--- src/rtl/irq_stat_pkg.sv ---
package irq_stat_pkg;
   localparam int unsigned REG_W  = 32;
   localparam int unsigned OFS_W  = 12;
   localparam int unsigned MODE_W = 4;

   localparam logic [OFS_W-1:0] OFS_MODE   = 12'h004;
   localparam logic [OFS_W-1:0] OFS_STATUS = 12'h100;
   localparam logic [OFS_W-1:0] OFS_CLEAR  = 12'h108;
   localparam logic [OFS_W-1:0] OFS_ENABLE = 12'h110;

   // source positions (fixed: software decodes them)
   localparam int unsigned POS_EOB      = 0;
   localparam int unsigned POS_EV_WRESP = 1;
   localparam int unsigned POS_DESC_RD  = 9;
   localparam int unsigned POS_DATA_RD  = 10;
   localparam int unsigned POS_DATA_WR  = 11;
   localparam int unsigned POS_BAD_DESC = 14;
   localparam int unsigned POS_RST_DONE = 16;

   localparam logic [REG_W-1:0] EVT_MASK =
      (REG_W'(1) << POS_EOB)     | (REG_W'(1) << POS_EV_WRESP) |
      (REG_W'(1) << POS_DESC_RD) | (REG_W'(1) << POS_DATA_RD)  |
      (REG_W'(1) << POS_DATA_WR) | (REG_W'(1) << POS_BAD_DESC);
   localparam logic [REG_W-1:0] RST_BIT  = REG_W'(1) << POS_RST_DONE;
   localparam logic [REG_W-1:0] IMPL_MASK = EVT_MASK | RST_BIT;

   localparam logic [MODE_W-1:0] MODE_WIRED = 4'd1;

   typedef struct packed {
      logic we_mode;
      logic we_clear;
      logic we_enable;
      logic sel_mode;
      logic sel_status;
      logic sel_enable;
   } reg_sel_t;
endpackage

--- src/rtl/irq_reg_decode.sv ---
module irq_reg_decode
   import irq_stat_pkg::*;
#(
   parameter int unsigned ADDR_W = OFS_W
) (
   input  logic              wr_en,
   input  logic [ADDR_W-1:0] addr,
   output reg_sel_t          sel
);
   initial begin
      if (ADDR_W < OFS_W) $error("ADDR_W too small for register offsets");
   end

   logic hit_mode, hit_stat, hit_clr, hit_en;

   always_comb begin
      hit_mode = (addr == ADDR_W'(OFS_MODE));
      hit_stat = (addr == ADDR_W'(OFS_STATUS));
      hit_clr  = (addr == ADDR_W'(OFS_CLEAR));
      hit_en   = (addr == ADDR_W'(OFS_ENABLE));
      sel.we_mode    = wr_en & hit_mode;
      sel.we_clear   = wr_en & hit_clr;
      sel.we_enable  = wr_en & hit_en;
      sel.sel_mode   = hit_mode;
      sel.sel_status = hit_stat;
      sel.sel_enable = hit_en;
   end
endmodule

--- src/rtl/irq_status_bank.sv ---
module irq_status_bank #(
   parameter int unsigned         WIDTH = 32,
   parameter logic [WIDTH-1:0]    IMPL  = '1
) (
   input  logic             clk,
   input  logic             rst_n,
   input  logic [WIDTH-1:0] set_vec,
   input  logic [WIDTH-1:0] clr_vec,
   output logic [WIDTH-1:0] status_q
);
   logic [WIDTH-1:0] status_d;

   // set wins over a clear aimed at the same bit
   always_comb status_d = ((status_q & ~clr_vec) | set_vec) & IMPL;

   always_ff @(posedge clk or negedge rst_n) begin
      if (!rst_n) status_q <= '0;
      else        status_q <= status_d;
   end
endmodule

--- src/rtl/irq_line_gen.sv ---
module irq_line_gen
   import irq_stat_pkg::*;
#(
   parameter int unsigned WIDTH   = 32,
   parameter bit          REG_OUT = 1'b0
) (
   input  logic              clk,
   input  logic              rst_n,
   input  logic [WIDTH-1:0]  status,
   input  logic [WIDTH-1:0]  enable,
   input  logic [MODE_W-1:0] mode,
   output logic              irq
);
   logic cause_any;
   assign cause_any = (mode == MODE_WIRED) && ((status & enable) != '0);

   generate
      if (REG_OUT) begin : g_reg
         logic irq_q;
         always_ff @(posedge clk or negedge rst_n) begin
            if (!rst_n) irq_q <= 1'b0;
            else        irq_q <= cause_any;
         end
         assign irq = irq_q;
      end else begin : g_comb
         assign irq = cause_any;
      end
   endgenerate
endmodule

--- src/rtl/irq_status_ctrl.sv ---
module irq_status_ctrl
   import irq_stat_pkg::*;
#(
   parameter int unsigned ADDR_W  = OFS_W,
   parameter int unsigned DATA_W  = REG_W,
   parameter bit          REG_OUT = 1'b0
) (
   input  logic              clk,
   input  logic              rst_n,
   input  logic              wr_en,
   input  logic [ADDR_W-1:0] addr,
   input  logic [DATA_W-1:0] wdata,
   output logic [DATA_W-1:0] rdata,
   input  logic [DATA_W-1:0] src_evt_i,
   input  logic              rst_done_i,
   output logic              irq_o
);
   localparam logic [DATA_W-1:0] IMPL_W = DATA_W'(IMPL_MASK);
   localparam logic [DATA_W-1:0] EVT_W  = DATA_W'(EVT_MASK);
   localparam logic [DATA_W-1:0] RST_W  = DATA_W'(RST_BIT);

   initial begin
      if (DATA_W != REG_W) $error("DATA_W must equal the register width");
      if (DATA_W <= POS_RST_DONE) $error("DATA_W cannot hold all sources");
   end

   reg_sel_t          sel;
   logic [DATA_W-1:0] status_q, enable_q, set_vec, clr_vec;
   logic [MODE_W-1:0] mode_q;

   irq_reg_decode #(.ADDR_W(ADDR_W)) u_dec (
      .wr_en (wr_en),
      .addr  (addr),
      .sel   (sel)
   );

   assign set_vec = (src_evt_i & EVT_W) | (rst_done_i ? RST_W : '0);
   assign clr_vec = sel.we_clear ? wdata : '0;

   irq_status_bank #(.WIDTH(DATA_W), .IMPL(IMPL_W)) u_bank (
      .clk      (clk),
      .rst_n    (rst_n),
      .set_vec  (set_vec),
      .clr_vec  (clr_vec),
      .status_q (status_q)
   );

   always_ff @(posedge clk or negedge rst_n) begin
      if (!rst_n) begin
         enable_q <= '0;
         mode_q   <= '0;
      end else begin
         if (sel.we_enable) enable_q <= wdata & IMPL_W;
         if (sel.we_mode)   mode_q   <= wdata[MODE_W-1:0];
      end
   end

   always_comb begin
      rdata = '0;
      if (sel.sel_status) rdata = status_q;
      if (sel.sel_enable) rdata = enable_q;
      if (sel.sel_mode)   rdata = DATA_W'(mode_q);
   end

   irq_line_gen #(.WIDTH(DATA_W), .REG_OUT(REG_OUT)) u_line (
      .clk    (clk),
      .rst_n  (rst_n),
      .status (status_q),
      .enable (enable_q),
      .mode   (mode_q),
      .irq    (irq_o)
   );
endmodule

--- config.mk ---
export PLATFORM = sky130hd
export DESIGN_NAME = irq_status_ctrl
export DESIGN_NICKNAME = d
export VERILOG_FILES = /design/src/rtl/irq_stat_pkg.sv /design/src/rtl/irq_reg_decode.sv /design/src/rtl/irq_status_bank.sv /design/src/rtl/irq_line_gen.sv /design/src/rtl/irq_status_ctrl.sv
export SDC_FILE = /design/constraint.sdc
export NUM_CORES = 1
export LEC_CHECK = 0
export ABC_AREA = 1
export CAP_MARGIN = 40
export CORE_MARGIN = 2
export CORE_UTILIZATION = 35
export DETAILED_ROUTE_END_ITERATION = 10
export GPL_TIMING_DRIVEN = 1
export HOLD_SLACK_MARGIN = 0.03
export PLACE_DENSITY_LB_ADDON = 0.12
export RECOVER_POWER = 100
export SYNTH_ARGS = -nofsm -noshare
export SYNTH_HDL_FRONTEND = slang
export SYNTH_SLANG_ARGS = --single-unit
--- constraint.sdc ---
create_clock -name clk -period 1.7 [get_ports clk]
set_input_delay 0.17 -clock clk [delete_from_list [all_inputs] [get_ports clk]]
set_output_delay 0.17 -clock clk [all_outputs]
set_load 0.005 [all_outputs]
[Yosys cells after proc, flatten, opt, wreduce, memory -nomap -nowiden]
Index checks and enable logic that the tools add are counted.
Storage, ports and cells
  bits in registers: 18
  output and inout bits: 33
  word-level logic and storage cells: 23
Cells by class
  reduce and logical (&&, ||, !) cells: 2
  bitwise gates (word level): 8
  equal/unequal tests: 5
  multiplexer cells: 5
Operator list (number)
  two-way mux 17 bit: 4
  == test 12 x 9 -> 1 bit (second input constant): 3
  bitwise AND 17 bit: 2
  two-way mux 32 bit: 1
  nonzero test 32 bit: 1
  NOT 17 bit: 1
  OR 15 x 17 -> 17 bit: 1
  OR 17 bit: 1
  == test 12 x 3 -> 1 bit (second input constant): 1
  == test 4 x 1 -> 1 bit (second input constant): 1
  bitwise AND 1 bit: 3
  logical AND 1 bit: 1

[Longest topological paths before layout]
Gate-level depths: netlist (run 1).
  word-level depth: 6
  mapped depth: 7

[Cells and area by module]
A second synthesis (run 1) with hierarchy kept.
Second synthesis, totals
  cell total of the unflattened synthesis: 372
  area, all modules: 2009.4 µm²
By module, submodules not included
  irq_status_ctrl: area an instance 1062.3 µm², cells each 203, sequential area each 275.3 µm², times used 1
  irq_status_bank: area an instance 471.7 µm², cells each 61, sequential area each 175.2 µm², times used 1
  irq_line_gen: area an instance 249.0 µm², cells each 65, sequential area each 0.0 µm², times used 1
  irq_reg_decode: area an instance 226.5 µm², cells each 43, sequential area each 0.0 µm², times used 1

[Worst setup path before layout (run 1)]
OpenSTA, ideal clock, no wires.
  kind: input -> output
  from: in addr[11]
  to: out rdata[9]
  cell stages on the path: 7
  path buffers: 0
  slack: 0.678 ns
  data arrival time: 0.852 ns
  cell sequence: nor2_2 -> inv_2 -> nor2_8 -> nand2_1 -> o21ai_2 -> inv_1 -> nor2_1
Between the ends
  cells in the longest elaborated chain, start to end: 4
  elaborated cells on any way between the ends: 6
Ends and longest elaborated chain
  start: declaration: line irq_status_ctrl.sv:11  | input logic [ADDR_W-1:0] addr,
  == test 12 x 9 -> 1 bit: line irq_reg_decode.sv:18  | hit_stat = (addr == ADDR_W'(OFS_STATUS));
  two-way mux 17 bit: line irq_status_ctrl.sv:60  | if (sel.sel_status) rdata = status_q;
  two-way mux 17 bit: line irq_status_ctrl.sv:61  | if (sel.sel_enable) rdata = enable_q;
  two-way mux 32 bit (*): line irq_status_ctrl.sv:62  | if (sel.sel_mode) rdata = DATA_W'(mode_q);
  end: declaration: line irq_status_ctrl.sv:13  | output logic [DATA_W-1:0] rdata,
Mark *: on every way between the ends. The rest lies on a longest branch, timed or not.

[Worst setup path in the final report (run 1)]
  from: in addr[10]
  to: out rdata[9]
The elaborated chain is that of the path after synthesis.

==> impl_metrics.csv, run 1 <==
group,metric,value,unit
outcome,status,"complete, no violations",
synthesis,synthCells,168,
die,floorplan.initialDensity,36.50,%
die,dieArea,4359,sq um
clock_tree,clock-sinks,18,
synthesis,synth_ff_type,"dfrtp_1",
synthesis,netlist.area_leader.share,33.46,%
synthesis,yosysSeqAreaShare,33.46,%
cells_and_area,final_nets,314,
cells_and_area,synthToLayoutAreaGrowth,39.41,%
global_route,grt_usage,14.98,%
clock_tree,htreeDepth,1,
cells_and_area,diodes,0,
setup_path,crit_path_end_kind,"primary output",
sta,maxSlewViolCount,0,
route,drt_pass1_iterations,4,
setup_path,cp-start-kind,"primary input",
cells_and_area,fillers,378,
setup_path,arrival,1.43,ns
global_route,gr-total-overflow,0,
die,die_w,66.02,um
setup_path,path_class,"in2out",
route,vias,1202,
clock_tree,cts_buffers,3,
clock_tree,cts-root-buf,"clkbuf_8",
clock_tree,clk_pin_slew,0.06,ns
die,die_y,66.02,um
sta,setup_viol,0,
die,placeableCoreArea,3689,sq um
place,gp_congestion,0.7223,
synthesis,ys_ff_latch,18,
global_route,grt_pass1_wl,5043,um
global_route,grt_pass1_vias,1138,
sta,setup_tns,0,ns
place,port_buffers,40,
sta,hold_viol,0,
clock_tree,cts_buffer_depth,2,
sta,fmax,0.6241,GHz
setup_path,critPathMaxFanout,3,
route,post-route-drc-count,0,
route,final_antenna_net_count,0,
sta,relSlewSlack,32.19,%
place,hpwl,2379,um
sta,worstMarginPinSlew,1.017,ns
global_route,antenna_found_initial,0,
die,io_pins,113,
synthesis,synth_edf_count,0,
place,pre_cts_ws,-0.3842,ns
die,rows,22,
route,wl_per_cell,10.88,um
power_and_ir_drop,leakage,0.9760,nW
synthesis,ys_warn_count,0,
global_route,grt_start_max_net_pins,19,
route,via_per_inst,4.293,
synthesis,synthTopCellsByArea,"dfrtp_1, buf_4, nand2_1",
sta,finClkSkew,0,ns
clock_tree,cts_hold_buffers,0,
clock_tree,clk_latency,0.25,ns
cells_and_area,drive_gt1_share,24.57,%
synthesis,synth_common_cells,"nand2_1, inv_1, buf_4, dfrtp_1, nand3_1",
power_and_ir_drop,max-vdd-ir-drop,0.0002769,V
synthesis,synthArstFlopShare,100.0,%
clock_tree,cts_tree,"done",
synthesis,synth.largest_area_cell,"dfrtp_1",
worst_hold_path,min_path_type,"in2reg",
synthesis,avgSynthCellArea,8.014,sq um
synthesis,syn_area,1346,sq um
place,dp_cells,262,
cells_and_area,postLayoutCellArea,1877,sq um
synthesis,synth.distinct_cells,23,
sta,period_share,94.25,%
place,postPlaceCellArea,1769,sq um
cells_and_area,fin_cells,280,
sta,layout_min_cycle_time,1.602,ns
flow_run,max-cap-violations,0,
route,dr.first_iter.drc_count,36,
setup_path,worstPathRequired,1.53,ns
power_and_ir_drop,powerDensity,459.0,nW/um^2
sta,setup_ws,0.09780,ns
synthesis,synth.most_common_cell,"nand2_1",
route,drt_wl_total,3046,um
per-stage QoR:
stage               utilization (%)  hold slack [ns]  total power [W]
floorplan                         -          -0.1256        0.0005260
global placement              47.96           0.4714        0.0005859
detailed placement            47.96           0.4787        0.0005882
CTS                           51.87           0.2548        0.0008777
global route                  50.88           0.4879        0.0009079
finish                        50.88           0.4779        0.0008614
area by class of cell:
| class | count | area [sq um] | share of cell area (%) |
|---|---|---|---|
| multi-input cells | 121 | 694.4 | 37.00 |
| repair buffers | 62 | 525.5 | 28.00 |
| flip-flops and latches | 18 | 450.4 | 24.00 |
| inverters | 28 | 105.1 | 5.600 |
| well taps | 48 | 60.06 | 3.200 |
| clock buffers | 3 | 41.29 | 2.200 |
worst paths after layout:
kind,cells past startpoint,slack (ns),endpoint,startpoint
max,9,0.1,rdata[9],addr[10]
min,3,0.48,mode_q[2]$_DFFE_PN0P_,wdata[2]
max reg2reg,1,1.00,u_bank.status_q[11]$_DFF_PN0_,u_bank.status_q[11]$_DFF_PN0_
min reg2reg,1,0.49,u_bank.status_q[9]$_DFF_PN0_,u_bank.status_q[9]$_DFF_PN0_
max in group asynchronous,2,0.48,u_bank.status_q[9]$_DFF_PN0_,rst_n
min in group asynchronous,2,0.61,mode_q[3]$_DFFE_PN0P_,rst_n
per-layer routing:
| metal | GRT usage, % | routed length, um | vias to the layer above |
|---|---|---|---|
| met3 | 2.385 | 194 | 4 |
| met1 | 18.83 | 1308 | 546 |
| li1 | - | - | 613 |
| met5 | 0 | 0 | - |
| met4 | 3.827 | 34 | 0 |
| met2 | 26.64 | 1509 | 39 |
cells in the final DEF, fill, tap and decap left out, types with 4 or more instances in the layout:
| cell type | instances |
|---|---|
| a21o_1 | 5 |
| buf_2 | 4 |
| o21ai_0 | 6 |
| conb_1 | 23 |
| clkdlybuf4s50_1 | 17 |
| nand2_1 | 27 |
| inv_1 | 25 |
| dlygate4sd2_1 | 16 |
| buf_4 | 16 |
| dfrtp_1 | 18 |
| nor2_1 | 12 |
| o21ai_2 | 12 |
| nand3_1 | 14 |
state kept, by name, summed over array words and instances, names as in the netlist:
register,flops
enable_q,7
u_bank.status_q,7
mode_q,4
cell families (layout without fill, tap and decap cells):
group	after synthesis	after routing	synth area share, %
and+or+nand+nor	69	69	31.04
buffers and inverters	51	93	20.63
AOI/OAI and AO/OA	29	29	14.59
DFF	18	18	33.46
other	1	23	0.2785
report_power, final:
part           switching (W)  internal [W]
registers        0.000000899      0.000430
clock network       0.000130      0.000157
logic              0.0000696     0.0000736
total               0.000200      0.000661
timing repair:
| item | 4_1_cts | 5_1_grt |
|---|---|---|
| buffers inserted | 14 | 1 |
| setup endpoints to repair | 10 | 7 |
| pin swaps | 13 | 8 |
| resized for setup | 54 | 2 |
critical path, stage by stage:
cell and delay [ns]:
dlygate4sd2_1 0.23, nor2_2 0.16, nand2_1 0.08, nor2_1 0.20, nand2_2 0.08, buf_4 0.16, o21ai_2 0.05, nor2_1 0.05
dlygate4sd2_1 0.26
No activity file was read; power rests on OpenSTA's default activity.
==> inputs of run 2 (changes only) <==
Settings changed: CORE_UTILIZATION 35 to 32, SLEW_MARGIN set to 0.
Clock period 1.7 ns to 1.84 ns, I/O delays scaled along.
==> run 2 against run 1 <==
  * Die area grew 8.8%
  * Routed wire length grew 4.7%
  * Final cell count shrank 0.71%
  * Via count grew 0.50%
  * Global-route usage shrank 0.63 points
  * Clock power shrank 6%
  * Worst setup slack lost 0.0098 ns
==> impl_metrics.csv, run 2 (same netlist as run 1, synthesis figures left out) <==
group,metric,value,unit
global_route,grt_start_max_net_pins,19,
sta,fmax,0.5708,GHz
route,wl_met3,227,um
clock_tree,cts_buffer_depth,2,
die,io_pins,113,
cells_and_area,synthToLayoutAreaGrowth,40.43,%
route,post-route-drc-count,0,
die,placeableCoreArea,4029,sq um
power_and_ir_drop,leakage,1.062,nW
clock_tree,cts_hold_buffers,0,
global_route,antenna_found_initial,0,
clock_tree,cts_buffers,3,
route,wl_met1,1366,um
sta,setup_ws,0.08804,ns
place,postPlaceCellArea,1787,sq um
setup_path,arrival,1.57,ns
clock_tree,clk_pin_slew,0.06,ns
die,die_y,68.86,um
cells_and_area,seq_area,450.4,sq um
clock_tree,clk_latency,0.25,ns
place,pre_cts_ws,-0.2639,ns
cells_and_area,layout_commonest_cell,"nand2_1",
clock_tree,htreeDepth,1,
cells_and_area,final_nets,310,
sta,maxSlewViolCount,0,
sta,setup_tns,0,ns
cells_and_area,fillers,417,
global_route,grt_pass1_wl,5043,um
cells_and_area,fin_util,46.93,%
setup_path,cp-start-kind,"primary input",
clock_tree,clock-sinks,18,
setup_path,path_class,"in2out",
die,dieArea,4742,sq um
power_and_ir_drop,power,0.0008116,W
place,gp_congestion,0.7262,
sta,finClkSkew,0,ns
route,via_per_inst,4.345,
clock_tree,cts-root-buf,"clkbuf_8",
route,drt_wl_total,3188,um
global_route,grt_pass1_vias,1180,
setup_path,crit_path_end_kind,"primary output",
sta,period_share,95.22,%
cells_and_area,final_cell_mix,"nand2_1, inv_1, conb_1, clkdlybuf4s50_1, dfrtp_1",
route,vias,1208,
place,hpwl,2564,um
place,port_buffers,40,
global_route,gr-total-overflow,0,
sta,layout_min_cycle_time,1.752,ns
cells_and_area,postLayoutCellArea,1891,sq um
outcome,status,"complete, no violations",
sta,worstMarginPinSlew,1.031,ns
die,floorplan.initialDensity,33.42,%
route,final_antenna_net_count,0,
cells_and_area,multi_input_area,690.7,sq um
flow_run,max-cap-violations,0,
setup_path,critPathMaxFanout,4,
sta,rsz0062_at_grt,"false",
power_and_ir_drop,powerDensity,429.3,nW/um^2
sta,hold_viol,0,
sta,setup_viol,0,
global_route,grt_usage,14.35,%
cells_and_area,drive_gt1_share,20.18,%
setup_path,worstPathRequired,1.66,ns
route,top_layer_used,"met4",
cells_and_area,diodes,0,
cells_and_area,largestRegisters,"enable_q (7), u_bank.status_q (7), mode_q (4)",
route,met2_length,1547,um
route,drt_pass1_iterations,4,
route,dr.first_iter.drc_count,32,
sta,relSlewSlack,31.28,%
die,die_w,68.86,um
worst_hold_path,min_path_type,"in2reg",
clock_tree,cts_tree,"done",
power_and_ir_drop,max-vdd-ir-drop,0.0002441,V
route,wl_per_cell,11.47,um
die,rows,23,
run 2: per-stage QoR:
step | hold WS, ns | std cells
after floorplan | -0.1116 | 190
after global placement | 0.4713 | 266
after detailed placement | 0.4744 | 266
after CTS | 0.2698 | 273
after global routing | 0.4766 | 278
final | 0.4416 | 278
run 2: repair_timing:
action	4_1_cts	5_1_grt
buffers inserted	4	5
pin swaps	3	4
endpoints found under the setup margin	9	9
gates resized for setup	11	28
run 2: worst paths after layout:
kind                       depth (start not counted)                         start                            to  slack (ns)
max                                                9                       addr[0]                      rdata[2]        0.09
min                                                5                       addr[2]  u_bank.status_q[9]$_DFF_PN0_        0.44
max reg2reg                                        2       enable_q[0]$_DFFE_PN0P_       enable_q[0]$_DFFE_PN0P_        1.14
min reg2reg                                        1  u_bank.status_q[9]$_DFF_PN0_  u_bank.status_q[9]$_DFF_PN0_        0.48
max in group asynchronous                          2                         rst_n       enable_q[9]$_DFFE_PN0P_        0.59
min in group asynchronous                          2                         rst_n         mode_q[2]$_DFFE_PN0P_        0.63
run 2: worst max-delay path, cell delays in order:
cell	delay, ns
clkdlybuf4s50_1	0.44
nor2_4	0.10
buf_4	0.11
nand2_1	0.07
nor2_4	0.13
nand2_4	0.08
buf_4	0.13
nor2_1	0.07
dlygate4sd2_1	0.24
run 2: area by class of cell:
class / instances / share of cell area, %
multi-input combinational: 121 / 36.53
timing repair buffer: 58 / 28.59
sequential: 18 / 23.83
inverter: 28 / 5.559
tap: 50 / 3.309
clock buffer: 3 / 2.184
run 2: power breakdown:
group | leakage [nW] | total [W] | switching, W | internal [W]
clock network | 0.0216 | 0.000270 | 0.000125 | 0.000145
registers | 0.179 | 0.000398 | 0.000000846 | 0.000397
logic | 0.862 | 0.000143 | 0.0000668 | 0.0000764
total | 1.06 | 0.000812 | 0.000192 | 0.000619
run 2: routing by layer:
layer	up-vias	GRT usage (%)
li1	607	-
met1	551	17.07
met2	45	25.60
met3	5	2.760
met4	0	5.147
met5	-	0
==> inputs of run 3 (changes only) <==
Settings changed: CORE_ASPECT_RATIO set to 0.75.
==> run 3 against run 2 <==
  * First-iteration DRC count up 19%
  * Sequential power about the same
  * Worst setup slack worse by 0.016 ns
  * Critical endpoint is now rdata[0]
  * Sequential share of layout area up 0.13 points
  * Largest cell class unchanged
  * Critical path type unchanged
  * Maximum frequency down 0.88%
  * Die area up 0.11%
  * Routed wire length down 4.5%
  * Final cell count down 0.36%
  * Clock power up 20%
==> impl_metrics.csv, run 3 (same netlist as run 1, synthesis figures left out) <==
group,metric,value,unit
worst_hold_path,worstHoldPathCells,1,
clock_tree,clk_pin_slew,0.07,ns
sta,setup_ws,0.07244,ns
sta,maxSlewViolCount,0,
global_route,grt_pass1_wl,5037,um
global_route,grt_start_max_net_pins,19,
cells_and_area,final_nets,303,
global_route,grt_pass1_vias,1168,
clock_tree,clk_latency,0.25,ns
sta,hold_viol,0,
route,post-route-drc-count,0,
sta,relSlewSlack,33.93,%
cells_and_area,largestRegisters,"enable_q (7), u_bank.status_q (7), mode_q (4)",
power_and_ir_drop,max-vdd-ir-drop,0.0003163,V
cells_and_area,final_cell_mix,"clkdlybuf4s50_1, nand2_1, inv_1, conb_1, dfrtp_1",
die,die_w,78.90,um
sta,fmax,0.5658,GHz
place,pre_cts_ws,-0.2449,ns
die,floorplan.initialDensity,33.21,%
route,final_antenna_net_count,0,
setup_path,cp-start-kind,"primary input",
clock_tree,clock-sinks,18,
sta,period_share,96.06,%
sta,worstMarginPinSlew,0.9910,ns
outcome,status,"complete, no violations",
route,via_per_inst,4.209,
die,dieArea,4747,sq um
place,port_buffers,40,
cells_and_area,layout_commonest_cell,"clkdlybuf4s50_1",
clock_tree,htreeDepth,1,
place,gp_congestion,0.8153,
clock_tree,cts_tree,"done",
sta,finClkSkew,0,ns
global_route,grt_usage,13.96,%
sta,holdWs,0.4825,ns
sta,rsz0062_at_grt,"true",
power_and_ir_drop,power,0.0008641,W
clock_tree,cts_buffer_depth,2,
place,hpwl,2578,um
die,die_y,60.17,um
clock_tree,cts-root-buf,"clkbuf_8",
cells_and_area,drive_gt1_share,20.72,%
sta,layout_min_cycle_time,1.768,ns
clock_tree,cts_buffers,3,
cells_and_area,synthToLayoutAreaGrowth,39.68,%
route,drt_wl_total,3046,um
setup_path,crit_path_end_kind,"primary output",
route,wl_per_cell,11.00,um
flow_run,max-cap-violations,0,
worst_hold_path,min_path_type,"reg2reg",
setup_path,reg2reg_depth,1,
setup_path,worstPathRequired,1.66,ns
route,dr.first_iter.drc_count,38,
place,dp_cells,270,
sta,setup_viol,0,
cells_and_area,fillers,401,
global_route,antenna_found_initial,0,
cells_and_area,diodes,0,
setup_path,arrival,1.58,ns
setup_path,critPathMaxFanout,6,
die,io_pins,113,
die,rows,20,
power_and_ir_drop,leakage,0.9715,nW
setup_path,path_class,"in2out",
route,vias,1166,
cells_and_area,fin_cells,277,
die,placeableCoreArea,4054,sq um
global_route,gr-total-overflow,0,
power_and_ir_drop,powerDensity,459.5,nW/um^2
route,drt_pass1_iterations,4,
-- run 3: cell types whose count changed in the layout (fill, tap and decap cells not counted), moves of 2 or more --
| cell | before | now |
|---|---|---|
| buf_4 | 13 | 9 |
| clkbuf_1 | 3 | 1 |
| clkbuf_4 | 2 | 0 |
| clkdlybuf4s50_1 | 23 | 28 |
| dlygate4sd2_1 | 2 | 7 |
| dlymetal6s2s_1 | 11 | 2 |
| nor2_1 | 12 | 10 |
-- run 3: worst max-delay path, stage by stage --
cell and delay (ns):
clkdlybuf4s50_1 0.41, nor2_2 0.16, inv_2 0.08, nor2_8 0.16
nand3_4 0.12, o211ai_1 0.22, clkdlybuf4s15_1 0.24
-- run 3: power breakdown --
group / internal [W] / switching (W) / total (W)
Clock: 0.000190 / 0.000133 / 0.000323
Combinational: 0.0000749 / 0.0000678 / 0.000143
Sequential: 0.000397 / 0.000000859 / 0.000398
Total: 0.000662 / 0.000202 / 0.000864
-- run 3: area by class of cell --
class | count | area (sq um) | area share, %
Sequential cell | 18 | 450.4 | 23.95
Timing Repair Buffer | 51 | 474.2 | 25.22
Multi-Input combinational cell | 121 | 726.9 | 38.66
Inverter | 28 | 105.1 | 5.589
Clock buffer | 4 | 55.05 | 2.927
Tap cell | 55 | 68.82 | 3.659
-- run 3: through the flow --
| step | util [%] | setup TNS (ns) | cell area, sq um |
|---|---|---|---|
| after floorplan | - | 0 | 1429 |
| after global placement | 44.04 | -1.830 | 1785 |
| after detailed placement | 44.04 | -1.986 | 1785 |
| after CTS | 45.56 | -0.2098 | 1847 |
| after global routing | 46.39 | -0.01454 | 1881 |
| final | 46.39 | 0 | 1881 |
-- run 3: per-layer routing --
metal | up-vias | GRT usage (%) | wire (um)
met4 | 0 | 3.941 | 16
met1 | 527 | 17.58 | 1407
met2 | 42 | 23.93 | 1428
met3 | 2 | 3.776 | 194
met5 | - | 0 | 0
li1 | 595 | - | -
-- run 3: worst paths after layout --
kind                                                    start                            end  slack [ns]
worst min register to register   u_bank.status_q[9]$_DFF_PN0_   u_bank.status_q[9]$_DFF_PN0_        0.48
worst max register to register  u_bank.status_q[14]$_DFF_PN0_  u_bank.status_q[14]$_DFF_PN0_        1.14
worst min-delay path             u_bank.status_q[9]$_DFF_PN0_   u_bank.status_q[9]$_DFF_PN0_        0.48
worst max-delay path                                 addr[11]                       rdata[0]        0.07
max in group asynchronous                               rst_n   u_bank.status_q[0]$_DFF_PN0_        0.63
min in group asynchronous                               rst_n  u_bank.status_q[14]$_DFF_PN0_        0.60
-- run 3: repair_timing --
item / in CTS / in global routing
gates cloned: 0 / 0
buffers inserted: 1 / 2
pin swaps: 6 / 4
hold buffers: 0 / 0
endpoints found under the setup margin: 9 / 6
gates resized for setup: 14 / 11
